==> src/rtl/swp_cmd_seq.sv <==
module swp_cmd_seq #(
  parameter int ADDR_W   = 17,
  parameter int CMD_AW   = 15,
  parameter int LOCK_CYC = 30000,
  parameter int WIN_CYC  = 20000,
  parameter logic [7:0] MFR_CODE = 8'hBF,
  parameter logic [7:0] DEV_CODE = 8'h07
) (
  input  logic              clk,
  input  logic              rst_n,
  input  logic              ld_valid,
  input  logic [ADDR_W-1:0] ld_addr,
  input  logic [7:0]        ld_data,
  input  logic [ADDR_W-1:0] rd_addr,
  output logic              pg_load,
  output logic              erase_req,
  output logic              prot_on,
  output logic              id_mode,
  output logic              locked,
  output logic [7:0]        id_rdata
);
  localparam int LCW = $clog2(LOCK_CYC + 1);
  localparam int WCW = $clog2(WIN_CYC + 1);
  localparam logic [CMD_AW-1:0] ADR_A = CMD_AW'(15'h5555);
  localparam logic [CMD_AW-1:0] ADR_B = CMD_AW'(15'h2AAA);

  typedef enum logic [2:0] {S_IDLE, S_C1, S_C2, S_E1, S_E2, S_E3, S_LOAD} st_t;

  st_t            st, st_n;
  logic [LCW-1:0] lock_cnt;
  logic [WCW-1:0] win_cnt;

  wire at_a   = ld_addr[CMD_AW-1:0] == ADR_A;
  wire at_b   = ld_addr[CMD_AW-1:0] == ADR_B;
  wire hit_aa = at_a && ld_data == 8'hAA;
  wire hit_55 = at_b && ld_data == 8'h55;
  wire take   = ld_valid && !locked;
  wire win_end = (st == S_LOAD) && !take && (win_cnt == WCW'(WIN_CYC - 1));

  wire c2_take = take && st == S_C2 && at_a;
  wire e3_take = take && st == S_E3 && at_a;
  wire do_unlock = c2_take && ld_data == 8'hA0;
  wire do_idin   = c2_take && ld_data == 8'h90;
  wire do_idout  = c2_take && ld_data == 8'hF0;
  wire do_unprot = e3_take && ld_data == 8'h20;
  wire do_erase  = e3_take && ld_data == 8'h10;
  wire reject    = take && st == S_IDLE && prot_on && !hit_aa;

  assign locked  = lock_cnt != '0;
  assign pg_load = take && (st == S_LOAD || (st == S_IDLE && !prot_on && !hit_aa));
  assign id_rdata = !id_mode ? 8'h00 :
                    (rd_addr == ADDR_W'(0)) ? MFR_CODE :
                    (rd_addr == ADDR_W'(1)) ? DEV_CODE : 8'h00;

  always_comb begin
    st_n = st;
    unique case (st)
      S_IDLE: if (take) begin
        if (hit_aa)        st_n = S_C1;
        else if (!prot_on) st_n = S_LOAD;
      end
      S_C1: if (take) st_n = hit_55 ? S_C2 : S_IDLE;
      S_C2: if (take) begin
        if (do_unlock)                     st_n = S_LOAD;
        else if (at_a && ld_data == 8'h80) st_n = S_E1;
        else                               st_n = S_IDLE;
      end
      S_E1: if (take) st_n = hit_aa ? S_E2 : S_IDLE;
      S_E2: if (take) st_n = hit_55 ? S_E3 : S_IDLE;
      S_E3: if (take) st_n = S_IDLE;
      S_LOAD: if (win_end) st_n = S_IDLE;
      default: st_n = S_IDLE;
    endcase
  end

  always_ff @(posedge clk) begin
    if (!rst_n) begin
      st        <= S_IDLE;
      prot_on   <= 1'b0;
      id_mode   <= 1'b0;
      erase_req <= 1'b0;
      lock_cnt  <= '0;
      win_cnt   <= '0;
    end else begin
      st        <= st_n;
      erase_req <= do_erase;
      if (do_unlock)      prot_on <= 1'b1;
      else if (do_unprot) prot_on <= 1'b0;
      if (do_idin)       id_mode <= 1'b1;
      else if (do_idout) id_mode <= 1'b0;
      if (reject)      lock_cnt <= LCW'(LOCK_CYC);
      else if (locked) lock_cnt <= lock_cnt - 1'b1;
      if (take || st != S_LOAD) win_cnt <= '0;
      else                      win_cnt <= win_cnt + 1'b1;
    end
  end

  assert_prot_set_R3: assert property (@(posedge clk) disable iff (!rst_n)
    $rose(prot_on) |-> $past(ld_valid) && $past(ld_data) == 8'hA0);
  assert_prot_clr_R6: assert property (@(posedge clk) disable iff (!rst_n)
    $fell(prot_on) |-> $past(ld_valid) && $past(ld_data) == 8'h20);
  assert_erase_src_R7: assert property (@(posedge clk) disable iff (!rst_n)
    erase_req |-> $past(ld_valid) && $past(ld_data) == 8'h10 && $stable(prot_on));
  assert_erase_pulse_R7: assert property (@(posedge clk) disable iff (!rst_n)
    erase_req |=> !erase_req);
  assert_lock_prot_R5: assert property (@(posedge clk) disable iff (!rst_n)
    $rose(locked) |-> prot_on && $past(ld_valid));
  assert_id_set_R8: assert property (@(posedge clk) disable iff (!rst_n)
    $rose(id_mode) |-> $past(ld_data) == 8'h90);
endmodule

==> config.mk <==
export PLATFORM = sky130hd
export DESIGN_NAME = swp_cmd_seq
export DESIGN_NICKNAME = d
export VERILOG_FILES = /design/src/rtl/swp_cmd_seq.sv
export SDC_FILE = /design/constraint.sdc
export NUM_CORES = 1
export LEC_CHECK = 0
export BUFFER_PORTS_ARGS = -buffer_cell sky130_fd_sc_hd__buf_4
export CAP_MARGIN = 40
export CORE_MARGIN = 3
export CORE_UTILIZATION = 52
export CTS_CLUSTER_DIAMETER = 30
export CTS_CLUSTER_SIZE = 30
export DETAILED_ROUTE_END_ITERATION = 12
export GPL_TIMING_DRIVEN = 1
export HOLD_SLACK_MARGIN = 0.08
export PLACE_DENSITY = 0.86
export SLEW_MARGIN = 25
export SYNTH_ARGS = -nofsm -noshare
export SYNTH_HDL_FRONTEND = slang
export SYNTH_SLANG_ARGS = --single-unit
export TNS_END_PERCENT = 5
==> constraint.sdc <==
create_clock -name clk -period 2.79 [get_ports clk]
set_clock_uncertainty 0.1 [all_clocks]
set_input_delay 0.1395 -clock clk [delete_from_list [all_inputs] [get_ports clk]]
set_output_delay 0.1395 -clock clk [all_outputs]
set_load 0.01 [all_outputs]
==> flow_summary.json, run 1 <==
{
  "async_reset_ff_share_pct": 0,
  "die_h_um": 68.72,
  "syn_inst": 244,
  "dp_hpwl_mm": 3.595,
  "ys_ff_latch": 36,
  "synth_top_family_by_area": "simple AND/OR/NAND/NOR gates",
  "multi_input_area_mm2": 0.001226,
  "crit_required_ps": 2920,
  "yosys.area.top_type": "dfxtp_1",
  "h-tree-depth": 2,
  "ir_worst_vdd_uv": 400.6,
  "grt_pass1_wl_mm": 7.245,
  "fin_crit_ps": 2603,
  "yosysUniqueCellTypes": 44,
  "drive_gt1_share_pct": 23.99,
  "max_stage_delay_ps": 620,
  "cp_max_fo": 7,
  "ios": 58,
  "p_leak_uw": 0.0009550,
  "cts_tree": "done",
  "grt_max_degree": 17,
  "drt_iter0_markers": 94,
  "crit_path_top_delay_cell": "or4_1",
  "synth_xor_area_share_pct": 11.13,
  "synth.area.mux_share_pct": 0,
  "fill_cells": 310,
  "gp_congestion": 0.8527,
  "synth-compound-area-share_pct": 8.012,
  "num_vias": 1957,
  "drt_pass1_iterations": 4,
  "end_kind": "flop",
  "synth_area_mm2": 0.002046,
  "place.port_buffers": 54,
  "crit_end": "erase_req",
  "p_per_area_mw_per_mm2": 687.9,
  "core-area_mm2": 0.003716,
  "clock_latency_ps": 290,
  "grtUsageTotal_pct": 20.30,
  "yosysWarnings": 0,
  "drv_cap": 0,
  "cts-root-buf": "clkbuf_8",
  "setup_viol": 0,
  "ys_seq_area_share_pct": 35.23,
  "layout_commonest_cell": "buf_4",
  "cts_max_path_buffers": 2,
  "rsz0062_at_grt": "false",
  "overflow": 0,
  "routedWlPerCell_um": 13.67,
  "cp-start-kind": "flop",
  "arrival_ps": 2730,
  "status": "finished, final reports clean",
  "drv_slew": 0,
  "nets": 344,
  "r2r.worst_path.cells": 6,
  "yosys.area_share.simple_pct": 38.59,
  "slew_headroom_pct": 57.30,
  "rr_endpoint": "erase_req",
  "viasPerCell": 5.689,
  "synth_top_cell_area_share_pct": 35.23,
  "syn2layout_area_growth_pct": 25.44,
  "hold_viol": 0,
  "n_antenna_cell": 0,
  "syn-mean-instance-area_um2": 8.384,
  "hp-class": "primary input to flop",
  "grt_pass1_vias": 1743,
  "placed_cell_area_mm2": 0.002446,
  "clock_sinks": 36,
  "fin_crit_sh_pct": 93.28,
  "synth.area.top_cells": "dfxtp_1 35%, nor2_1 6.6%, xnor2_1 6.4%",
  "tns_ps": 0,
  "postRouteAntennaNets": 0,
  "initial_core_util_pct": 55.05,
  "drcViolationCount": 0,
  "path_cells": "or4_1 > nor4_2 > buf_4 > nand4_1 > nor4b_1 > dlygate4sd3_1",
  "rows": 22,
  "clk_pin_slew_worst_paths_ps": 70,
  "startpoint": "lock_cnt[10]",
  "regArea_um2": 720.7,
  "synth_ff_type": "dfxtp_1",
  "r2r_slack_ps": 190,
  "synth_fa_ha_area_share_pct": 1.835,
  "synth_edf_count": 0,
  "fin_area_mm2": 0.002566,
  "fmax_mhz": 384.2,
  "final_cell_mix": "56 x buf_4, 36 x nor2_1, 36 x dfxtp_1",
  "crit_type": "flop to flop",
  "wirelength_mm": 4.703,
  "tightest_slew_ps": 634.7,
  "antenna_found_initial": 0,
  "cts_setup_buffers": 0,
  "syn-num-nets": 292,
  "cts_buffers": 5,
  "fp.dieW_um": 68.72,
  "r2r-start": "lock_cnt[10]",
  "dieArea_mm2": 0.004722
}
## cell usage after synthesis (4+ instances only)
master and instances:
nor4_1 12, nand4_1 12, dfxtp_1 36, xor2_1 11, buf_4 6, or4_1 6
nand2_1 11, nor2b_1 4, inv_1 6, xnor2_1 15, clkbuf_1 5, nor3_1 9
nor2_1 36, a21boi_0 6, o21ai_0 10, nand3_1 11
## power by group
| group | internal [uW] | leakage, uW | switching [uW] |
|---|---|---|---|
| clock network | 220 | 0.0000503 | 169 |
| logic | 332 | 0.000612 | 354 |
| registers | 594 | 0.000293 | 96.9 |
| total | 1150 | 0.000955 | 620 |
## per-layer routing
metal / global-route usage [%] / routed length, um / vias up
li1: - / - / 979
met1: 23.80 / 1992 / 912
met2: 36.11 / 2360 / 59
met3: 4.862 / 307 / 7
met4: 6.569 / 44 / 0
met5: 0 / 0 / -
## cell families after synthesis
| family | Yosys count |
|---|---|
| AO/OA/AOI/OAI | 26 |
| XOR/XNOR | 26 |
| adder cells (fa/ha/maj) | 3 |
| buffers and inverters | 19 |
| flip-flops | 36 |
| other | 1 |
| AND/OR/NAND/NOR | 133 |
## registers in the layout, summed over array words and instances, names as in the netlist
name	count
id_mode	1
st	3
erase_req	1
prot_on	1
lock_cnt	15
win_cnt	15
## stage by stage
stage                     total power (uW)  util, %  hold WS [ps]  std cells  worst slack [ps]
after floorplan                       1215        -         115.4        244             448.3
after global placement                1343    65.82         244.9        335             228.5
after detailed placement              1378    65.82         250.1        335             177.7
after CTS                             1772    68.96         91.77        344             64.04
after global routing                  1886    69.06         103.7        344             58.46
final                                 1765    69.06         103.8        344             187.4
## worst max-delay path: cells and delay by family (launching register included)
family,cells,cell delay [ps]
and+or+nand+nor,4,1300
buffers and inverters,2,770
DFF,1,380
## worst min path at each step
stage               start         to  cells after the start
2_1_floorplan  ld_data[5]  erase_req                      1
3_3_place_gp   ld_data[5]  erase_req                      2
3_5_place_dp   ld_data[5]  erase_req                      2
4_1_cts             rst_n    id_mode                      2
5_1_grt             rst_n    id_mode                      2
6_report            rst_n    id_mode                      2
## layout make-up
class	instances	area share, %
well taps	48	2.340
flip-flops and latches	36	28.08
repair buffers	58	17.16
multi-input cells	189	47.78
inverters	6	0.8776
clock buffers	7	3.754
## repair_timing
action,in CTS,in global routing
resized for setup,0,1
setup endpoints to repair,0,1
hold buffers,2,0
hold endpoints to repair,1,0
Note: power is estimated with default switching activity, not from simulation.
==> run 2: changes to the inputs <==
--- a/config.mk
+++ b/config.mk
@@ -8,13 +8,13 @@
 export BUFFER_PORTS_ARGS = -buffer_cell sky130_fd_sc_hd__buf_4
 export CAP_MARGIN = 40
 export CORE_MARGIN = 3
-export CORE_UTILIZATION = 52
+export CORE_UTILIZATION = 47
 export CTS_CLUSTER_DIAMETER = 30
 export CTS_CLUSTER_SIZE = 30
 export DETAILED_ROUTE_END_ITERATION = 12
 export GPL_TIMING_DRIVEN = 1
 export HOLD_SLACK_MARGIN = 0.08
-export PLACE_DENSITY = 0.86
+export PLACE_DENSITY = 0.82
 export SLEW_MARGIN = 25
 export SYNTH_ARGS = -nofsm -noshare
 export SYNTH_HDL_FRONTEND = slang
==> constraint.sdc (replaced) <==
create_clock -name clk -period 2.1 [get_ports clk]
set_clock_uncertainty 0.1 [all_clocks]
set_input_delay 0.105 -clock clk [delete_from_list [all_inputs] [get_ports clk]]
set_output_delay 0.105 -clock clk [all_outputs]
set_load 0.01 [all_outputs]
==> run 2 against run 1 <==
The run now ends with setup timing left. Critical path depth increased by 2. Power increased by 74%. Highest routed layer unchanged. Register-to-register slack got worse by 400 ps. Sequential power increased by 27%. Largest cell class unchanged. Non-clock buffer count increased by 45.
==> flow_summary.json, run 2 (synthesis gave the netlist of run 1 again) <==
{
  "core-area_mm2": 0.004086,
  "grtUsageTotal_pct": 24.19,
  "ir_worst_vdd_uv": 575.5,
  "largestRegisters": "lock_cnt: 15 flops, win_cnt: 15 flops, st: 3 flops",
  "stdcell_count": 391,
  "crit_required_ps": 1890,
  "cp_max_fo": 4,
  "drcViolationCount": 0,
  "tightest_slew_ps": 552.7,
  "fin_area_mm2": 0.003050,
  "clk_pin_slew_worst_paths_ps": 70,
  "tns_ps": -3390,
  "rsz0062_at_grt": "true",
  "clock_latency_ps": 280,
  "p_per_area_mw_per_mm2": 1005,
  "setup_viol": 27,
  "cts_max_path_buffers": 2,
  "cts-root-buf": "clkbuf_8",
  "initial_core_util_pct": 50.06,
  "crit_type": "flop to primary output",
  "arrival_ps": 2140,
  "die_h_um": 71.98,
  "slew_headroom_pct": 62.65,
  "violations": "setup timing",
  "placedCellCount": 372,
  "cts_tree": "done",
  "status": "finished with violations",
  "drt_iter0_markers": 132,
  "place.port_buffers": 54,
  "fp.dieW_um": 71.98,
  "hp-class": "primary input to flop",
  "ios": 58,
  "viasPerCell": 5.708,
  "crit_path_top_delay_cell": "or4_4",
  "fin_crit_ps": 2348,
  "gp_congestion": 0.9117,
  "worst-path-buf-inv": 4,
  "end_kind": "primary output",
  "drive_gt1_share_pct": 39.59,
  "drv_cap": 0,
  "rows": 23,
  "critical-path-top-delay-family": "simple AND/OR/NAND/NOR gates",
  "drv_slew": 0,
  "overflow": 0,
  "num_vias": 2232,
  "final_cell_mix": "92 x buf_4, 35 x nor2_1, 32 x dfxtp_1",
  "grt_pass1_vias": 2188,
  "final_util_pct": 74.65,
  "drt_pass1_iterations": 5,
  "cts_buffers": 5,
  "dp_hpwl_mm": 4.176,
  "dieArea_mm2": 0.005180,
  "routedWlPerCell_um": 16.27,
  "fmax_mhz": 425.8,
  "dp_slack_ps": -229.6,
  "postRouteAntennaNets": 0,
  "layout_commonest_cell": "buf_4",
  "fin_ws_ps": -248.4,
  "h-tree-depth": 2,
  "p_leak_uw": 0.001201,
  "wirelength_mm": 6.362,
  "max_stage_delay_ps": 550,
  "hold_viol": 0,
  "nets": 389,
  "clock_sinks": 36,
  "regArea_um2": 725.7,
  "antenna_found_initial": 0,
  "multi_input_area_mm2": 0.001328,
  "fill_cells": 266,
  "grt_pass1_wl_mm": 10.10,
  "grt_max_degree": 17,
  "cp-start-kind": "flop",
  "path_cells": "or4_4 > buf_6 > nor4_4 > buf_4 > buf_6 > nand2b_4 > a21oi_2 > buf_4",
  "n_antenna_cell": 0,
  "syn2layout_area_growth_pct": 49.11,
  "placed_cell_area_mm2": 0.002724,
  "fin_crit_sh_pct": 111.8
}
[run 2: cell types whose count changed in the layout (fill, tap and decap cells not counted), sizes merged]
cell	before	now
dlygate4sd3	2	6
buf	56	97
[run 2: tightest hold or removal path, cell delays in order]
cell and delay, ps:
buf_4 130, nand4_1 80, o21ai_1 50, a21boi_0 130
[run 2: final cells by class]
class | count | area share (%)
timing repair buffer | 103 | 26.74
multi-input combinational | 189 | 43.52
sequential | 36 | 23.79
inverter | 6 | 0.7383
tap | 50 | 2.051
clock buffer | 7 | 3.158
[run 2: worst paths after layout]
path,endpoint,cells after the start,slack (ps),startpoint
worst max-delay path,pg_load,8,-250,lock_cnt[4]
worst min-delay path,id_mode,4,170,ld_data[6]
worst max register to register,lock_cnt[13],8,-210,lock_cnt[4]
worst min register to register,win_cnt[0],1,360,win_cnt[0]
[run 2: repair_timing]
item / in CTS / in global routing
buffers inserted: 5 / 1
pin swaps: 9 / 8
hold endpoints to repair: 7 / 0
resized for setup: 31 / 11
setup endpoints to repair: 23 / 42
hold buffers: 6 / 0
[run 2: routing by layer]
| layer | part of all wire (%) | vias to the layer above | wire, um | GRT usage, % |
|---|---|---|---|---|
| li1 | - | 1069 | - | - |
| met1 | 39 | 1060 | 2510 | 28.90 |
| met2 | 54 | 85 | 3413 | 43.98 |
| met3 | 4.8 | 18 | 303 | 4.571 |
| met4 | 2.1 | 0 | 135 | 6.889 |
| met5 | 0 | - | 0 | 0 |
[run 2: where the power goes]
group | switching [uW] | internal (uW) | total [uW]
Sequential | 83.0 | 794 | 877
Clock | 233 | 292 | 525
Combinational | 754 | 911 | 1660
[run 2: per-stage QoR]
| stage | hold slack [ps] | total power [uW] |
|---|---|---|
| detailed placement | 208.3 | 2212 |
| global placement | 207.5 | 2168 |
| floorplan | 80.87 | 1614 |
| global route | 198.1 | 3225 |
| finish | 166.0 | 3067 |
| CTS | 141.1 | 2965 |
